<file path="src/rtl/enc_pkg.sv">
package enc_pkg;

  typedef enum logic [1:0] {
    MODE_QUAD = 2'd0,
    MODE_PDIR = 2'd1,
    MODE_UP   = 2'd2,
    MODE_DOWN = 2'd3
  } enc_mode_e;

  localparam logic [1:0] ADDR_COUNT = 2'd0;
  localparam logic [1:0] ADDR_CEIL  = 2'd1;
  localparam logic [1:0] ADDR_FLOOR = 2'd2;
  localparam logic [1:0] ADDR_CTRL  = 2'd3;

  localparam int unsigned CTRL_W        = 16;
  localparam int unsigned CTRL_EN_BIT   = 3;
  localparam int unsigned CTRL_DUAL_BIT = 11;
  localparam int unsigned CTRL_MODE_LSB = 14;

  // Position of an {A,B} pair on the quadrature ring 00 -> 01 -> 11 -> 10.
  function automatic logic [1:0] ring_pos(input logic a, input logic b);
    case ({a, b})
      2'b00:   return 2'd0;
      2'b01:   return 2'd1;
      2'b11:   return 2'd2;
      default: return 2'd3;
    endcase
  endfunction

endpackage

</file>
<file path="src/rtl/enc_sync.sv">
module enc_sync #(
  parameter int unsigned N      = 2,
  parameter int unsigned STAGES = 2
) (
  input  logic         clk,
  input  logic         rst_n,
  input  logic [N-1:0] din,
  output logic [N-1:0] cur,
  output logic [N-1:0] prev
);
  localparam int unsigned DEPTH = STAGES + 1;

  for (genvar i = 0; i < N; i++) begin : g_bit
    logic [DEPTH-1:0] shift_q;
    always_ff @(posedge clk or negedge rst_n) begin
      if (!rst_n) shift_q <= '0;
      else        shift_q <= {shift_q[DEPTH-2:0], din[i]};
    end
    assign cur[i]  = shift_q[DEPTH-2];
    assign prev[i] = shift_q[DEPTH-1];
  end
endmodule

</file>
<file path="src/rtl/enc_decoder.sv">
module enc_decoder
  import enc_pkg::*;
(
  input  enc_mode_e mode,
  input  logic      dual_edge,
  input  logic      cur_a,
  input  logic      cur_b,
  input  logic      prev_a,
  input  logic      prev_b,
  output logic      step_up,
  output logic      step_dn,
  output logic      jump_err
);
  logic       rise_a;
  logic       chg_a;
  logic [1:0] ring_diff;

  always_comb begin
    rise_a    = cur_a & ~prev_a;
    chg_a     = cur_a ^ prev_a;
    ring_diff = ring_pos(cur_a, cur_b) - ring_pos(prev_a, prev_b);
    step_up   = 1'b0;
    step_dn   = 1'b0;
    jump_err  = 1'b0;
    case (mode)
      MODE_QUAD: begin
        step_up  = (ring_diff == 2'd1);
        step_dn  = (ring_diff == 2'd3);
        jump_err = (ring_diff == 2'd2);
      end
      MODE_PDIR: begin
        step_up = rise_a & cur_b;
        step_dn = rise_a & ~cur_b;
      end
      MODE_UP:   step_up = dual_edge ? chg_a : rise_a;
      default:   step_dn = dual_edge ? chg_a : rise_a;
    endcase
  end
endmodule

</file>
<file path="src/rtl/enc_pos_counter.sv">
module enc_pos_counter
  import enc_pkg::*;
#(
  parameter int unsigned CNT_W       = 32,
  parameter int unsigned SYNC_STAGES = 2
) (
  input  logic             clk,
  input  logic             rst_n,
  input  logic             enc_a,
  input  logic             enc_b,
  input  logic             reg_wr_en,
  input  logic [1:0]       reg_addr,
  input  logic [CNT_W-1:0] reg_wdata,
  output logic [CNT_W-1:0] reg_rdata,
  output logic [CNT_W-1:0] count_o,
  output logic             phase_err_o
);
  localparam int unsigned PAD_W = CNT_W - CTRL_W;

  function automatic logic [CNT_W-1:0] wrap_inc(input logic [CNT_W-1:0] c,
                                                input logic [CNT_W-1:0] top);
    return (c >= top) ? '0 : c + 1'b1;
  endfunction

  function automatic logic [CNT_W-1:0] wrap_dec(input logic [CNT_W-1:0] c,
                                                input logic [CNT_W-1:0] top);
    return (c == '0) ? top : c - 1'b1;
  endfunction

  logic [CNT_W-1:0]  cnt_q, cnt_d, ceil_q, floor_q;
  logic [CTRL_W-1:0] ctrl_q;
  logic              perr_q;
  logic [1:0]        pin_cur, pin_prev;

  // Named internal events
  logic      wr_cnt, wr_ceil, wr_floor, wr_ctrl;
  logic      cnt_en, dual_edge, arm_load, write_ok;
  logic      step_up, step_dn, jump_err, evt_up, evt_dn, evt_err;
  enc_mode_e mode;

  enc_sync #(.N(2), .STAGES(SYNC_STAGES)) sync_i (
    .clk  (clk),
    .rst_n(rst_n),
    .din  ({enc_b, enc_a}),
    .cur  (pin_cur),
    .prev (pin_prev)
  );

  assign mode      = enc_mode_e'(ctrl_q[CTRL_MODE_LSB +: 2]);
  assign dual_edge = ctrl_q[CTRL_DUAL_BIT];
  assign cnt_en    = ctrl_q[CTRL_EN_BIT];

  enc_decoder dec_i (
    .mode     (mode),
    .dual_edge(dual_edge),
    .cur_a    (pin_cur[0]),
    .cur_b    (pin_cur[1]),
    .prev_a   (pin_prev[0]),
    .prev_b   (pin_prev[1]),
    .step_up  (step_up),
    .step_dn  (step_dn),
    .jump_err (jump_err)
  );

  assign wr_cnt   = reg_wr_en && (reg_addr == ADDR_COUNT);
  assign wr_ceil  = reg_wr_en && (reg_addr == ADDR_CEIL);
  assign wr_floor = reg_wr_en && (reg_addr == ADDR_FLOOR);
  assign wr_ctrl  = reg_wr_en && (reg_addr == ADDR_CTRL);
  assign write_ok = (reg_wdata <= ceil_q);
  assign arm_load = wr_ctrl && reg_wdata[CTRL_EN_BIT] && !cnt_en;
  assign evt_up   = cnt_en && step_up;
  assign evt_dn   = cnt_en && step_dn;
  assign evt_err  = cnt_en && jump_err;

  always_comb begin
    cnt_d = cnt_q;
    if (wr_cnt) begin
      if (write_ok) cnt_d = reg_wdata;
    end else if (arm_load) begin
      cnt_d = floor_q;
    end else if (evt_up) begin
      cnt_d = wrap_inc(cnt_q, ceil_q);
    end else if (evt_dn) begin
      cnt_d = wrap_dec(cnt_q, ceil_q);
    end
  end

  always_ff @(posedge clk or negedge rst_n) begin
    if (!rst_n) begin
      cnt_q   <= '0;
      ceil_q  <= '1;
      floor_q <= '0;
      ctrl_q  <= '0;
      perr_q  <= 1'b0;
    end else begin
      cnt_q <= cnt_d;
      if (wr_ceil)  ceil_q  <= reg_wdata;
      if (wr_floor) floor_q <= reg_wdata;
      if (wr_ctrl)  ctrl_q  <= reg_wdata[CTRL_W-1:0];
      if (evt_err)      perr_q <= 1'b1;
      else if (wr_ctrl) perr_q <= 1'b0;
    end
  end

  always_comb begin
    case (reg_addr)
      ADDR_COUNT: reg_rdata = cnt_q;
      ADDR_CEIL:  reg_rdata = ceil_q;
      ADDR_FLOOR: reg_rdata = floor_q;
      default:    reg_rdata = {{PAD_W{1'b0}}, ctrl_q};
    endcase
  end

  assign count_o     = cnt_q;
  assign phase_err_o = perr_q;

  // Assertions
  assert_hold_disabled_R7: assert property (@(posedge clk) disable iff (!rst_n)
    (!cnt_en && !reg_wr_en) |=> $stable(cnt_q));

  assert_reject_write_R9: assert property (@(posedge clk) disable iff (!rst_n)
    (wr_cnt && (reg_wdata > ceil_q)) |=> $stable(cnt_q));

  assert_write_wins_R11: assert property (@(posedge clk) disable iff (!rst_n)
    (wr_cnt && (reg_wdata <= ceil_q)) |=> (cnt_q == $past(reg_wdata)));

  assert_wrap_up_R10: assert property (@(posedge clk) disable iff (!rst_n)
    (!reg_wr_en && evt_up && (cnt_q >= ceil_q)) |=> (cnt_q == '0));

  assert_wrap_down_R10: assert property (@(posedge clk) disable iff (!rst_n)
    (!reg_wr_en && evt_dn && (cnt_q == '0)) |=> (cnt_q == $past(ceil_q)));

  assert_load_floor_R8: assert property (@(posedge clk) disable iff (!rst_n)
    arm_load |=> (cnt_q == $past(floor_q)));

  assert_err_sticky_R3: assert property (@(posedge clk) disable iff (!rst_n)
    (perr_q && !wr_ctrl) |=> perr_q);

  assert_err_no_move_R3: assert property (@(posedge clk) disable iff (!rst_n)
    (evt_err && !reg_wr_en) |=> ($stable(cnt_q) && perr_q));

endmodule

</file>
<file path="config.mk">
export PLATFORM = sky130hd
export DESIGN_NAME = enc_pos_counter
export DESIGN_NICKNAME = d
export VERILOG_FILES = /design/src/rtl/enc_pkg.sv /design/src/rtl/enc_sync.sv /design/src/rtl/enc_decoder.sv /design/src/rtl/enc_pos_counter.sv
export SDC_FILE = /design/constraint.sdc
export NUM_CORES = 1
export LEC_CHECK = 0
export BUFFER_PORTS_ARGS = -buffer_cell sky130_fd_sc_hd__buf_2
export CORE_ASPECT_RATIO = 0.75
export CORE_UTILIZATION = 47
export DETAILED_ROUTE_END_ITERATION = 8
export GPL_ROUTABILITY_DRIVEN = 0
export GPL_TIMING_DRIVEN = 1
export PLACE_DENSITY = 0.81
export SLEW_MARGIN = 30
export SYNTH_ARGS = -nofsm -noshare
export SYNTH_HDL_FRONTEND = slang
export SYNTH_SLANG_ARGS = --single-unit
export TNS_END_PERCENT = 20
</file>
<file path="constraint.sdc">
create_clock -name clk -period 3 [get_ports clk]
set_input_delay 0.3 -clock clk [delete_from_list [all_inputs] [get_ports clk]]
set_output_delay 0.3 -clock clk [all_outputs]
set_load 0.02 [all_outputs]
</file>
==> out/results.ini <==
[outcome]
status = finished clean

[clock_network]
clk_pin_slew_ns = 0.06
clock_sinks = 119
cts_tree = done
clk_path_buf_depth = 2
cts-buffers-inserted = 17
htreeDepth = 4
root_buffer = clkbuf_16
clkLatencyLatePin_ns = 0.44

[placed_design]
dpl_cell_area_um2 = 10480
port_buffers = 103
hpwl_um = 22710
dp_slack_ns = -0.1369
place_inst = 1402

[floorplanning]
num_rows = 44
fp.dieH_um = 124.0
start_util = 0.4815
pin_count = 104
dieArea_um2 = 20420
die_w_um = 164.7
core_area_um2 = 19380

[timing]
relSlewSlack = 0.5920
hold_viol_final = 0
worstMarginPinSlew_ns = 0.6120
slew_viol_final = 0
setup_slack_ns = 0.02669
fin_skew_ns = 0.009100
tns_ns = 0
fmax_ghz = 0.3363
setup_viol = 0
period_share = 0.9911
fin_crit_ns = 2.973

[logic_synthesis]
synth-simple-area-share = 0.1666
ys_warn_count = 0
synth_top_family_by_area = compound AO/OA/AOI/OAI gates
syn_nets = 1154
netlist.area_leader.share = 0.2333
synth_area_um2 = 9330
ys_ff_latch = 119
synthXorXnorAreaFrac = 0.05123
yosysTopAreaCell = dfrtp_1
synth_fa_ha_area_frac = 0.09789
synth_seq_area_share = 0.3235
yosys.cell_types.count = 73
synth_compound_area_frac = 0.1868
synth_edf_count = 0
synth_mux_area_frac = 0.1069
synthCells = 1042
avgSynthCellArea_um2 = 8.954
async_flop_share = 1.000
synth_flop_cell = dfrtp_1
synthTopCellsByArea = dfrtp_1 (23%), ha_1 (9.8%), dfstp_2 (9.0%)

[setup_path]
end_kind = flip-flop
critPathRequiredTime_ns = 3.32
timing_worst_setup_path_type = reg2reg
crit_arrival_ns = 3.30
startpoint_type = flip-flop
critical_path.max_fanout = 15

[detailed_routing]
wirelength_um = 30770
viasPerCell = 6.379
ant_nets = 0
drc = 0
drtIter0Drc = 1368
firstDrtPassIters = 5
vias = 9192
wl_per_cell_um = 21.36

[pwr]
ir_drop_mv = 0.5331
total_power_w = 0.009690
p_per_area_nw_per_um2 = 863.7
p_leak_nw = 4.924

[finish]
layout_common_cells = nand2_1 (108), buf_2 (102), o21ai_0 (92), dfrtp_1 (87), buf_4 (82)
final_layout_size_suffix_gt1_frac = 0.2828
layout.nets = 1287
design_area_um2 = 11220
insertedDiodeCount = 0
layout.cells.non_filler = 1441
n_fill_cell = 1673
layout_commonest_cell = nand2_1
area_delta_synth_final_pct = 20.24

[global_routing]
grt_overflow_total = 0
grt_pass1_wl_um = 48520
grt_pass1_vias = 8783
grt_usage = 0.3144
grt_max_degree = 58
antenna_found_initial = 1

[min_path]
hold_path.class = in2reg

[job]
cap_violations = 0

==> critical path, cell delays in order, from the launching register on <==
cell and delay [ns]:
dfstp_2 0.57, inv_1 0.07, ha_1 0.34, nand4_1 0.15
buf_4 0.19, nor4_4 0.32, a21oi_2 0.10, and2_1 0.21
a221oi_4 0.30, buf_6 0.22, nor2_1 0.05, nor4_1 0.32
==> power breakdown <==
part	leakage, nW	internal (W)	switching, W
sequential	1.39	0.00207	0.000538
combinational	3.25	0.00207	0.00289
clock	0.282	0.00132	0.000805
total	4.92	0.00546	0.00423
==> metrics by stage <==
| stage | hold WS, ns | utilization |
|---|---|---|
| global route | 0.1706 | 0.5789 |
| global placement | 0.3090 | 0.5408 |
| CTS | 0.1528 | 0.5744 |
| floorplan | 0.004409 | - |
| detailed placement | 0.3167 | 0.5408 |
| finish | 0.1559 | 0.5789 |
==> layer usage <==
layer	vias up	wire (um)	track usage
met5	-	0	0
met3	85	3901	0.08525
met1	4414	13000	0.4402
li1	4054	-	-
met2	639	13090	0.4638
met4	0	788	0.1124
==> Yosys cell counts (5+ instances only) <==
cell / n
nand2_1: 108
o21ai_0: 92
dfrtp_1: 87
inv_1: 78
ha_1: 73
nor2_1: 55
clkbuf_1: 46
xnor2_1: 42
a211oi_1: 37
mux2_2: 37
a21oi_1: 34
dfstp_2: 32
nand4_1: 24
o21ai_1: 24
mux2i_1: 22
nor3_1: 22
nand3_1: 19
buf_2: 18
mux4_2: 16
o32a_1: 15
nor4_1: 13
o211ai_1: 11
xor2_1: 10
a221oi_1: 9
buf_1: 9
nand2b_1: 6
nor4_2: 6
or3_1: 6
o22ai_1: 5
==> worst paths after layout <==
| check | start | end | slack (ns) | depth (start not counted) |
|---|---|---|---|---|
| max | ceil_q[30] | count_o[19] | 0.03 | 11 |
| min | reg_wdata[24] | ceil_q[24] | 0.16 | 3 |
| max reg2reg | ceil_q[30] | count_o[19] | 0.03 | 11 |
| min reg2reg | sync_i.g_bit[1].shift_q[0] | sync_i.g_bit[1].shift_q[1] | 0.35 | 0 |
| max in group asynchronous | rst_n | ceil_q[11] | 1.79 | 3 |
| min in group asynchronous | rst_n | floor_q[27] | 0.38 | 2 |
==> timing repair <==
action / 4_1_cts / 5_1_grt
setup endpoints to repair: 30 / 32
gates cloned: 0 / 0
setup buffers: 0 / 4
pin swaps: 2 / 4
hold endpoints to repair: 27 / 0
gates resized for setup: 3 / 11
hold buffers: 3 / 0
==> registers in the layout (all words and copies together) (netlist names) <==
name	cells
sync_i.g_bit.shift_q	6
ceil_q	32
count_o	32
phase_err_o	1
ctrl_q	16
floor_q	32
==> layout make-up <==
class	count	area, um^2	share of cell area
sequential	119	3018	0.2690
inverter	78	292.8	0.02610
clock buffer	20	446.7	0.03982
clock inverter	12	152.6	0.01361
multi-input combinational	768	5773	0.5146
timing repair buffer	191	1219	0.1086
tap	253	316.6	0.02822
==> logic make-up (layout without fill, tap and decap cells) <==
family	count (synthesis)	after routing
AO/OA/AOI/OAI	269	269
AND/OR/NAND/NOR	298	298
flip-flops	119	119
multiplexers	75	75
buffers and inverters	155	301
XOR/XNOR	53	53
adder cells (fa/ha/maj)	73	73
(Power assumes the default switching activity.)
